`src/rtl/tdm_timer_pkg.sv`:
```
package tdm_timer_pkg;
  typedef struct packed {
    logic bclk;
    logic ch_en;
    logic dfp;
    logic shift;
    logic sample;
  } tdm_strb_t;
endpackage

```
`src/rtl/tdm_pos_cnt.sv`:
```
module tdm_pos_cnt #(
  parameter int TICKS_PER_BIT = 4,
  parameter int FRAME_BITS    = 256,
  parameter int CNT_W         = $clog2(TICKS_PER_BIT * FRAME_BITS)
) (
  input  logic             clk_i,
  input  logic             rst_ni,
  input  logic             fp_ni,
  output logic [CNT_W-1:0] pos_o
);
  localparam int FRAME_TICKS = TICKS_PER_BIT * FRAME_BITS;
  localparam logic [CNT_W-1:0] POS_LAST = CNT_W'(FRAME_TICKS - 1);

  always_ff @(posedge clk_i or negedge rst_ni) begin
    if (!rst_ni)              pos_o <= '0;
    else if (!fp_ni)          pos_o <= '0;
    else if (pos_o == POS_LAST) pos_o <= '0;
    else                      pos_o <= pos_o + 1'b1;
  end

  p_realign_r2: assert property (@(posedge clk_i) disable iff (!rst_ni)
    !fp_ni |=> pos_o == '0);
  p_wrap_r8: assert property (@(posedge clk_i) disable iff (!rst_ni)
    (fp_ni && pos_o == POS_LAST) |=> pos_o == '0);
endmodule

```
`src/rtl/tdm_sync_mon.sv`:
```
module tdm_sync_mon #(
  parameter int LIMIT  = 2048,
  parameter int MISS_W = $clog2(LIMIT)
) (
  input  logic clk_i,
  input  logic rst_ni,
  input  logic fp_ni,
  output logic slave_o
);
  localparam logic [MISS_W-1:0] MISS_LAST = MISS_W'(LIMIT - 1);
  logic [MISS_W-1:0] miss_q;

  always_ff @(posedge clk_i or negedge rst_ni) begin
    if (!rst_ni) begin
      miss_q  <= '0;
      slave_o <= 1'b0;
    end else if (!fp_ni) begin
      miss_q  <= '0;
      slave_o <= 1'b0;
    end else if (miss_q == MISS_LAST) begin
      slave_o <= 1'b1;
    end else begin
      miss_q <= miss_q + 1'b1;
    end
  end

  p_resume_r10: assert property (@(posedge clk_i) disable iff (!rst_ni)
    !fp_ni |=> !slave_o);
  p_slave_hold_r9: assert property (@(posedge clk_i) disable iff (!rst_ni)
    (slave_o && fp_ni) |=> slave_o);
endmodule

```
`src/rtl/tdm_strb_dec.sv`:
```
module tdm_strb_dec
  import tdm_timer_pkg::*;
#(
  parameter int TICKS_PER_BIT = 4,
  parameter int FRAME_BITS    = 256,
  parameter int CH_BITS       = 8,
  parameter int DFP_BIT       = 16,
  parameter int CNT_W         = $clog2(TICKS_PER_BIT * FRAME_BITS)
) (
  input  logic [CNT_W-1:0] pos_i,
  input  logic             lin_i,
  input  logic             slave_i,
  output tdm_strb_t        strb_o
);
  localparam int SUB_W = $clog2(TICKS_PER_BIT);
  localparam int BIT_W = CNT_W - SUB_W;
  localparam logic [BIT_W-1:0] CH_END  = BIT_W'(CH_BITS);
  localparam logic [BIT_W-1:0] DFP_POS = BIT_W'(DFP_BIT);
  localparam logic [SUB_W-1:0] HALF    = SUB_W'(TICKS_PER_BIT / 2);

  logic [BIT_W-1:0] bit_idx;
  logic [SUB_W-1:0] sub;
  logic [SUB_W-1:0] samp_pos;
  tdm_strb_t        raw;

  assign bit_idx = pos_i[CNT_W-1:SUB_W];
  assign sub     = pos_i[SUB_W-1:0];

  // sample point: three-quarter of the cell, or the last tick for short cells
  generate
    if (TICKS_PER_BIT >= 4) begin : g_qtr
      assign samp_pos = SUB_W'((3 * TICKS_PER_BIT) / 4);
    end else begin : g_last
      assign samp_pos = SUB_W'(TICKS_PER_BIT - 1);
    end
  endgenerate

  always_comb begin
    raw.bclk   = (sub >= HALF);
    raw.shift  = (sub == '0);
    raw.sample = (sub == samp_pos);
    raw.ch_en  = lin_i ? (bit_idx == '0) : (bit_idx < CH_END);
    raw.dfp    = !lin_i && (bit_idx == DFP_POS);
    strb_o     = slave_i ? '0 : raw;
  end
endmodule

```
`src/rtl/tdm_frame_timer.sv`:
```
module tdm_frame_timer
  import tdm_timer_pkg::*;
#(
  parameter int TICKS_PER_BIT = 4,
  parameter int FRAME_BITS    = 256,
  parameter int CH_BITS       = 8,
  parameter int DFP_BIT       = 16,
  parameter int MISS_FRAMES   = 2
) (
  input  logic clk_i,
  input  logic rst_ni,
  input  logic fp_ni,
  input  logic lin_i,
  output logic bclk_o,
  output logic oe_o,
  output logic ch_en_o,
  output logic dfp_o,
  output logic shift_tick_o,
  output logic sample_tick_o,
  output logic bus_mode_o
);
  localparam int FRAME_TICKS = TICKS_PER_BIT * FRAME_BITS;
  localparam int CNT_W       = $clog2(FRAME_TICKS);
  localparam int LIMIT       = MISS_FRAMES * FRAME_TICKS;

  logic [CNT_W-1:0] pos;
  logic             slave;
  tdm_strb_t        strb;

  tdm_pos_cnt #(
    .TICKS_PER_BIT(TICKS_PER_BIT), .FRAME_BITS(FRAME_BITS), .CNT_W(CNT_W)
  ) i_cnt (
    .clk_i(clk_i), .rst_ni(rst_ni), .fp_ni(fp_ni), .pos_o(pos)
  );

  tdm_sync_mon #(.LIMIT(LIMIT)) i_mon (
    .clk_i(clk_i), .rst_ni(rst_ni), .fp_ni(fp_ni), .slave_o(slave)
  );

  tdm_strb_dec #(
    .TICKS_PER_BIT(TICKS_PER_BIT), .FRAME_BITS(FRAME_BITS),
    .CH_BITS(CH_BITS), .DFP_BIT(DFP_BIT), .CNT_W(CNT_W)
  ) i_dec (
    .pos_i(pos), .lin_i(lin_i), .slave_i(slave), .strb_o(strb)
  );

  assign bclk_o        = strb.bclk;
  assign ch_en_o       = strb.ch_en;
  assign dfp_o         = strb.dfp;
  assign shift_tick_o  = strb.shift;
  assign sample_tick_o = strb.sample;
  assign oe_o          = !slave;
  assign bus_mode_o    = !slave;

  p_quiet_slave_r9: assert property (@(posedge clk_i) disable iff (!rst_ni)
    !oe_o |-> !(bclk_o || ch_en_o || dfp_o || shift_tick_o || sample_tick_o));
  p_tick_sep_r4: assert property (@(posedge clk_i) disable iff (!rst_ni)
    !(shift_tick_o && sample_tick_o));
  p_shift_low_clk_r3: assert property (@(posedge clk_i) disable iff (!rst_ni)
    shift_tick_o |-> !bclk_o);
  p_lin_no_dfp_r7: assert property (@(posedge clk_i) disable iff (!rst_ni)
    lin_i |-> !dfp_o);
  p_pulse_start_r2: assert property (@(posedge clk_i) disable iff (!rst_ni)
    !fp_ni |=> (shift_tick_o && ch_en_o && oe_o));
endmodule

```
`config.mk`:
```
export PLATFORM = sky130hd
export DESIGN_NAME = tdm_frame_timer
export DESIGN_NICKNAME = d
export VERILOG_FILES = /design/src/rtl/tdm_timer_pkg.sv /design/src/rtl/tdm_pos_cnt.sv /design/src/rtl/tdm_sync_mon.sv /design/src/rtl/tdm_strb_dec.sv /design/src/rtl/tdm_frame_timer.sv
export SDC_FILE = /design/constraint.sdc
export NUM_CORES = 1
export LEC_CHECK = 0
export ABC_CLOCK_PERIOD_IN_PS = 1650
export BUFFER_PORTS_ARGS = -buffer_cell sky130_fd_sc_hd__buf_2
export CAP_MARGIN = 40
export CORE_ASPECT_RATIO = 1.25
export CORE_UTILIZATION = 51
export CTS_CLUSTER_DIAMETER = 120
export CTS_CLUSTER_SIZE = 14
export DETAILED_ROUTE_END_ITERATION = 10
export GPL_TIMING_DRIVEN = 0
export PLACE_DENSITY_LB_ADDON = 0.05
export SLEW_MARGIN = 0
export SYNTH_ARGS = -nofsm -noshare
export SYNTH_HDL_FRONTEND = slang
export SYNTH_HIERARCHICAL = 1
export SYNTH_SLANG_ARGS = --single-unit
```
`constraint.sdc`:
```
create_clock -name clk_i -period 1.65 [get_ports clk_i]
set_input_delay 0.165 -clock clk_i [delete_from_list [all_inputs] [get_ports clk_i]]
set_output_delay 0.165 -clock clk_i [all_outputs]
set_load 0.02 [all_outputs]
```
==> impl_metrics.csv <==
group,metric,value,unit
setup_path,cp-end-kind,"primary output",
global_routing,antenna_found_initial,0,
global_routing,grt-ovfl-total,0,
placed_design,dp_hpwl,1680,µm
yosys,ys_types,40,
clocking,cts_tree,"built",
run,maxCapViolations,0,
clocking,cts-root-buf,"clkbuf_4",
min_path,min_from,"fp_ni",
clocking,clk_pin_slew,0.11,ns
die,die_w,45.0,µm
yosys,synth_area_per_cell,10.0,µm²
route,drtIter0Drc,32,
global_routing,grt_use_total,0.223,
final_layout,final_cell_mix,"dfrtp_1, buf_4, buf_2",
final_layout,insertedDiodeCount,0,
setup_path,critPathMaxFanout,2,
power,vdd_drop_max,0.436,mV
setup_path,worst_ep_arrival_time,1.68,ns
route,routed_wl,2550,µm
yosys,synth_top_cell_by_area,"dfrtp_1",
yosys,syn_nets,124,
setup_path,cp-startpoint,"i_cnt/pos_o[7]$_DFF_PN0_",
setup_path,critPathRequiredTime,1.48,ns
timing,finalClockSkew,0.00183,ns
yosys,netlist_area,1180,µm²
clocking,clk_path_buf_depth,2,
route,antenna_left,0,
yosys,syn_inst,118,
timing,setup_viol,2,
die,die_h,55.8,µm
timing,slew_headroom,0.677,
route,wl_per_cell,14.6,µm
clocking,insertion_delay,0.29,ns
global_routing,grt_max_degree,23,
yosys,async_flop_share,1.00,
yosys,synth-edff-count,0,
timing,hold_viol,0,
route,vias,1011,
setup_path,cp.buffers_inverters,1,
clocking,cts.sinks,22,
route,vias_per_cell,5.78,
power,p_leak,0.626,nW
die,start_util,0.540,
run_status,failed_checks,"negative setup slack",
final_layout,drive_gt1_frac,0.354,
yosys,yosys-top-cells-area,"dfrtp_1, a211oi_1, a21oi_1",
yosys,yosys_most_used_dff,"dfrtp_1",
die,dieArea,2510,µm²
route,highest_layer,"met4",
route,first_pass_iters,4,
setup_path,max_stage_delay,0.56,ns
final_layout,layout_commonest_cell,"dfrtp_1",
setup_path,path_delay_family,"simple AND/OR/NAND/NOR gates",
setup_path,path_class,"reg -> out",
setup_path,critPathSlowestCell,"or4_4",
placed_design,routabilityCongestion,0.755,
clocking,cts_buffers,3,
die,core_area,2190,µm²
power,power_density,647,nW/µm²
setup_path,crit_chain,"or4_4 -> nor4b_4 -> buf_4",
yosys,synth.top_cell.area_share,0.466,
route,route.met3.wl,96,µm
final_layout,syn2layout_area_growth,21.3,%
timing,tightest_slew,0.485,ns
yosys,ys.warnings.count,6,
min_path,min_path_type,"in -> reg",
final_layout,final_util,0.655,
timing,clock.fmax,0.541,GHz
yosys,ys_seq_area_frac,0.466,
route,drc,0,
global_routing,grt_pass1_vias,995,
yosys,ys_ff_latch,22,
timing,slew_violations,0,
placed_design,io_buffers,10,
setup_path,worstReg2RegStart,"i_mon/miss_q[0]$_DFFE_PN0P_",
timing,finalCriticalPeriod,1.85,ns
setup_path,cp-start-kind,"register",
timing,fin_setup_tns,-0.342,ns
die,rows,19,
final_layout,layout.nets,152,
run_status,outcome,"complete, but fails checks",
timing,min_period_over_period,1.12,
timing,setup_slack,-0.197,ns
timing,rsz0062_at_grt,"true",
route,wl_met2,1380,µm
global_routing,grt_first_pass_wirelength,4190,µm
clocking,h-tree-depth,1,
route,wl_met1,1050,µm
die,ios,11,
sequential cells by signal (all words and copies together) (netlist names):
| register | flops |
|---|---|
| i_mon/slave_o | 1 |
| i_mon/miss_q | 11 |
| i_cnt/pos_o | 10 |
per-stage QoR:
stage / total power, W / cell area (µm²) / worst slack [ns] / hold WS [ns] / std cells
floorplan: 0.000638 / 1190 / 0.00815 / -0.131 / 118
global route: 0.000978 / 1430 / -0.257 / 0.184 / 175
detailed placement: 0.000678 / 1270 / -0.133 / 0.160 / 159
CTS: 0.000930 / 1380 / -0.229 / 0.172 / 171
finish: 0.000927 / 1430 / -0.197 / 0.195 / 175
global placement: 0.000674 / 1270 / -0.112 / 0.155 / 159
repair_timing:
item	4_1_cts	5_1_grt
endpoints found under the setup margin	8	9
pin swaps	3	2
gates resized for setup	5	5
gates cloned	0	0
hold buffers	1	0
setup buffers	8	4
endpoints found under the hold margin	22	0
path summary, 6_finish.rpt:
| path | endpoint | slack [ns] | depth (start not counted) |
|---|---|---|---|
| setup / recovery | dfp_o | -0.20 | 3 |
| hold / removal | i_mon/slave_o$_DFFE_PN0P_ | 0.19 | 2 |
| setup reg to reg | i_mon/miss_q[9]$_DFFE_PN0P_ | 0.07 | 5 |
| hold reg to reg | i_cnt/pos_o[0]$_DFF_PN0_ | 0.50 | 1 |
| max in group asynchronous | i_cnt/pos_o[0]$_DFF_PN0_ | 0.94 | 2 |
| min in group asynchronous | i_cnt/pos_o[2]$_DFF_PN0_ | 0.36 | 2 |
cells in the mapped netlist, drive strengths merged (4+ instances only):
cell type,number
a211oi,5
a21oi,7
a31oi,4
and3,6
buf,5
dfrtp,22
inv,6
nand2,8
nand3,8
nor2,6
o21ai,4
or4,4
routing by layer:
layer,GRT usage,vias up
li1,-,497
met3,0.0195,4
met2,0.400,31
met5,0,-
met4,0.0779,0
met1,0.267,479
area by class of cell:
cell class | instances | area, µm²
Fill cell | 183 | 754
Buffer | 5 | 33.8
Sequential cell | 22 | 556
Tap cell | 31 | 38.8
Multi-Input combinational cell | 85 | 604
Clock buffer | 3 | 22.5
Timing Repair Buffer | 23 | 155
Inverter | 6 | 22.5
cell families (layout without fill, tap and decap cells):
family	count (synthesis)	after routing	synth area share
mux	2	2	0.0169
buf+inv	11	37	0.0477
flops	22	22	0.466
simple gates	50	50	0.268
xor+xnor	3	3	0.0222
compound gates	28	28	0.158
fa+ha+maj	2	2	0.0212
report_power, final:
part           switching (W)  internal (W)  total (W)
clock               0.000150     0.0000849   0.000235
sequential         0.0000128      0.000553   0.000566
combinational      0.0000728     0.0000535   0.000126
Power figures use the tool's default switching activity.
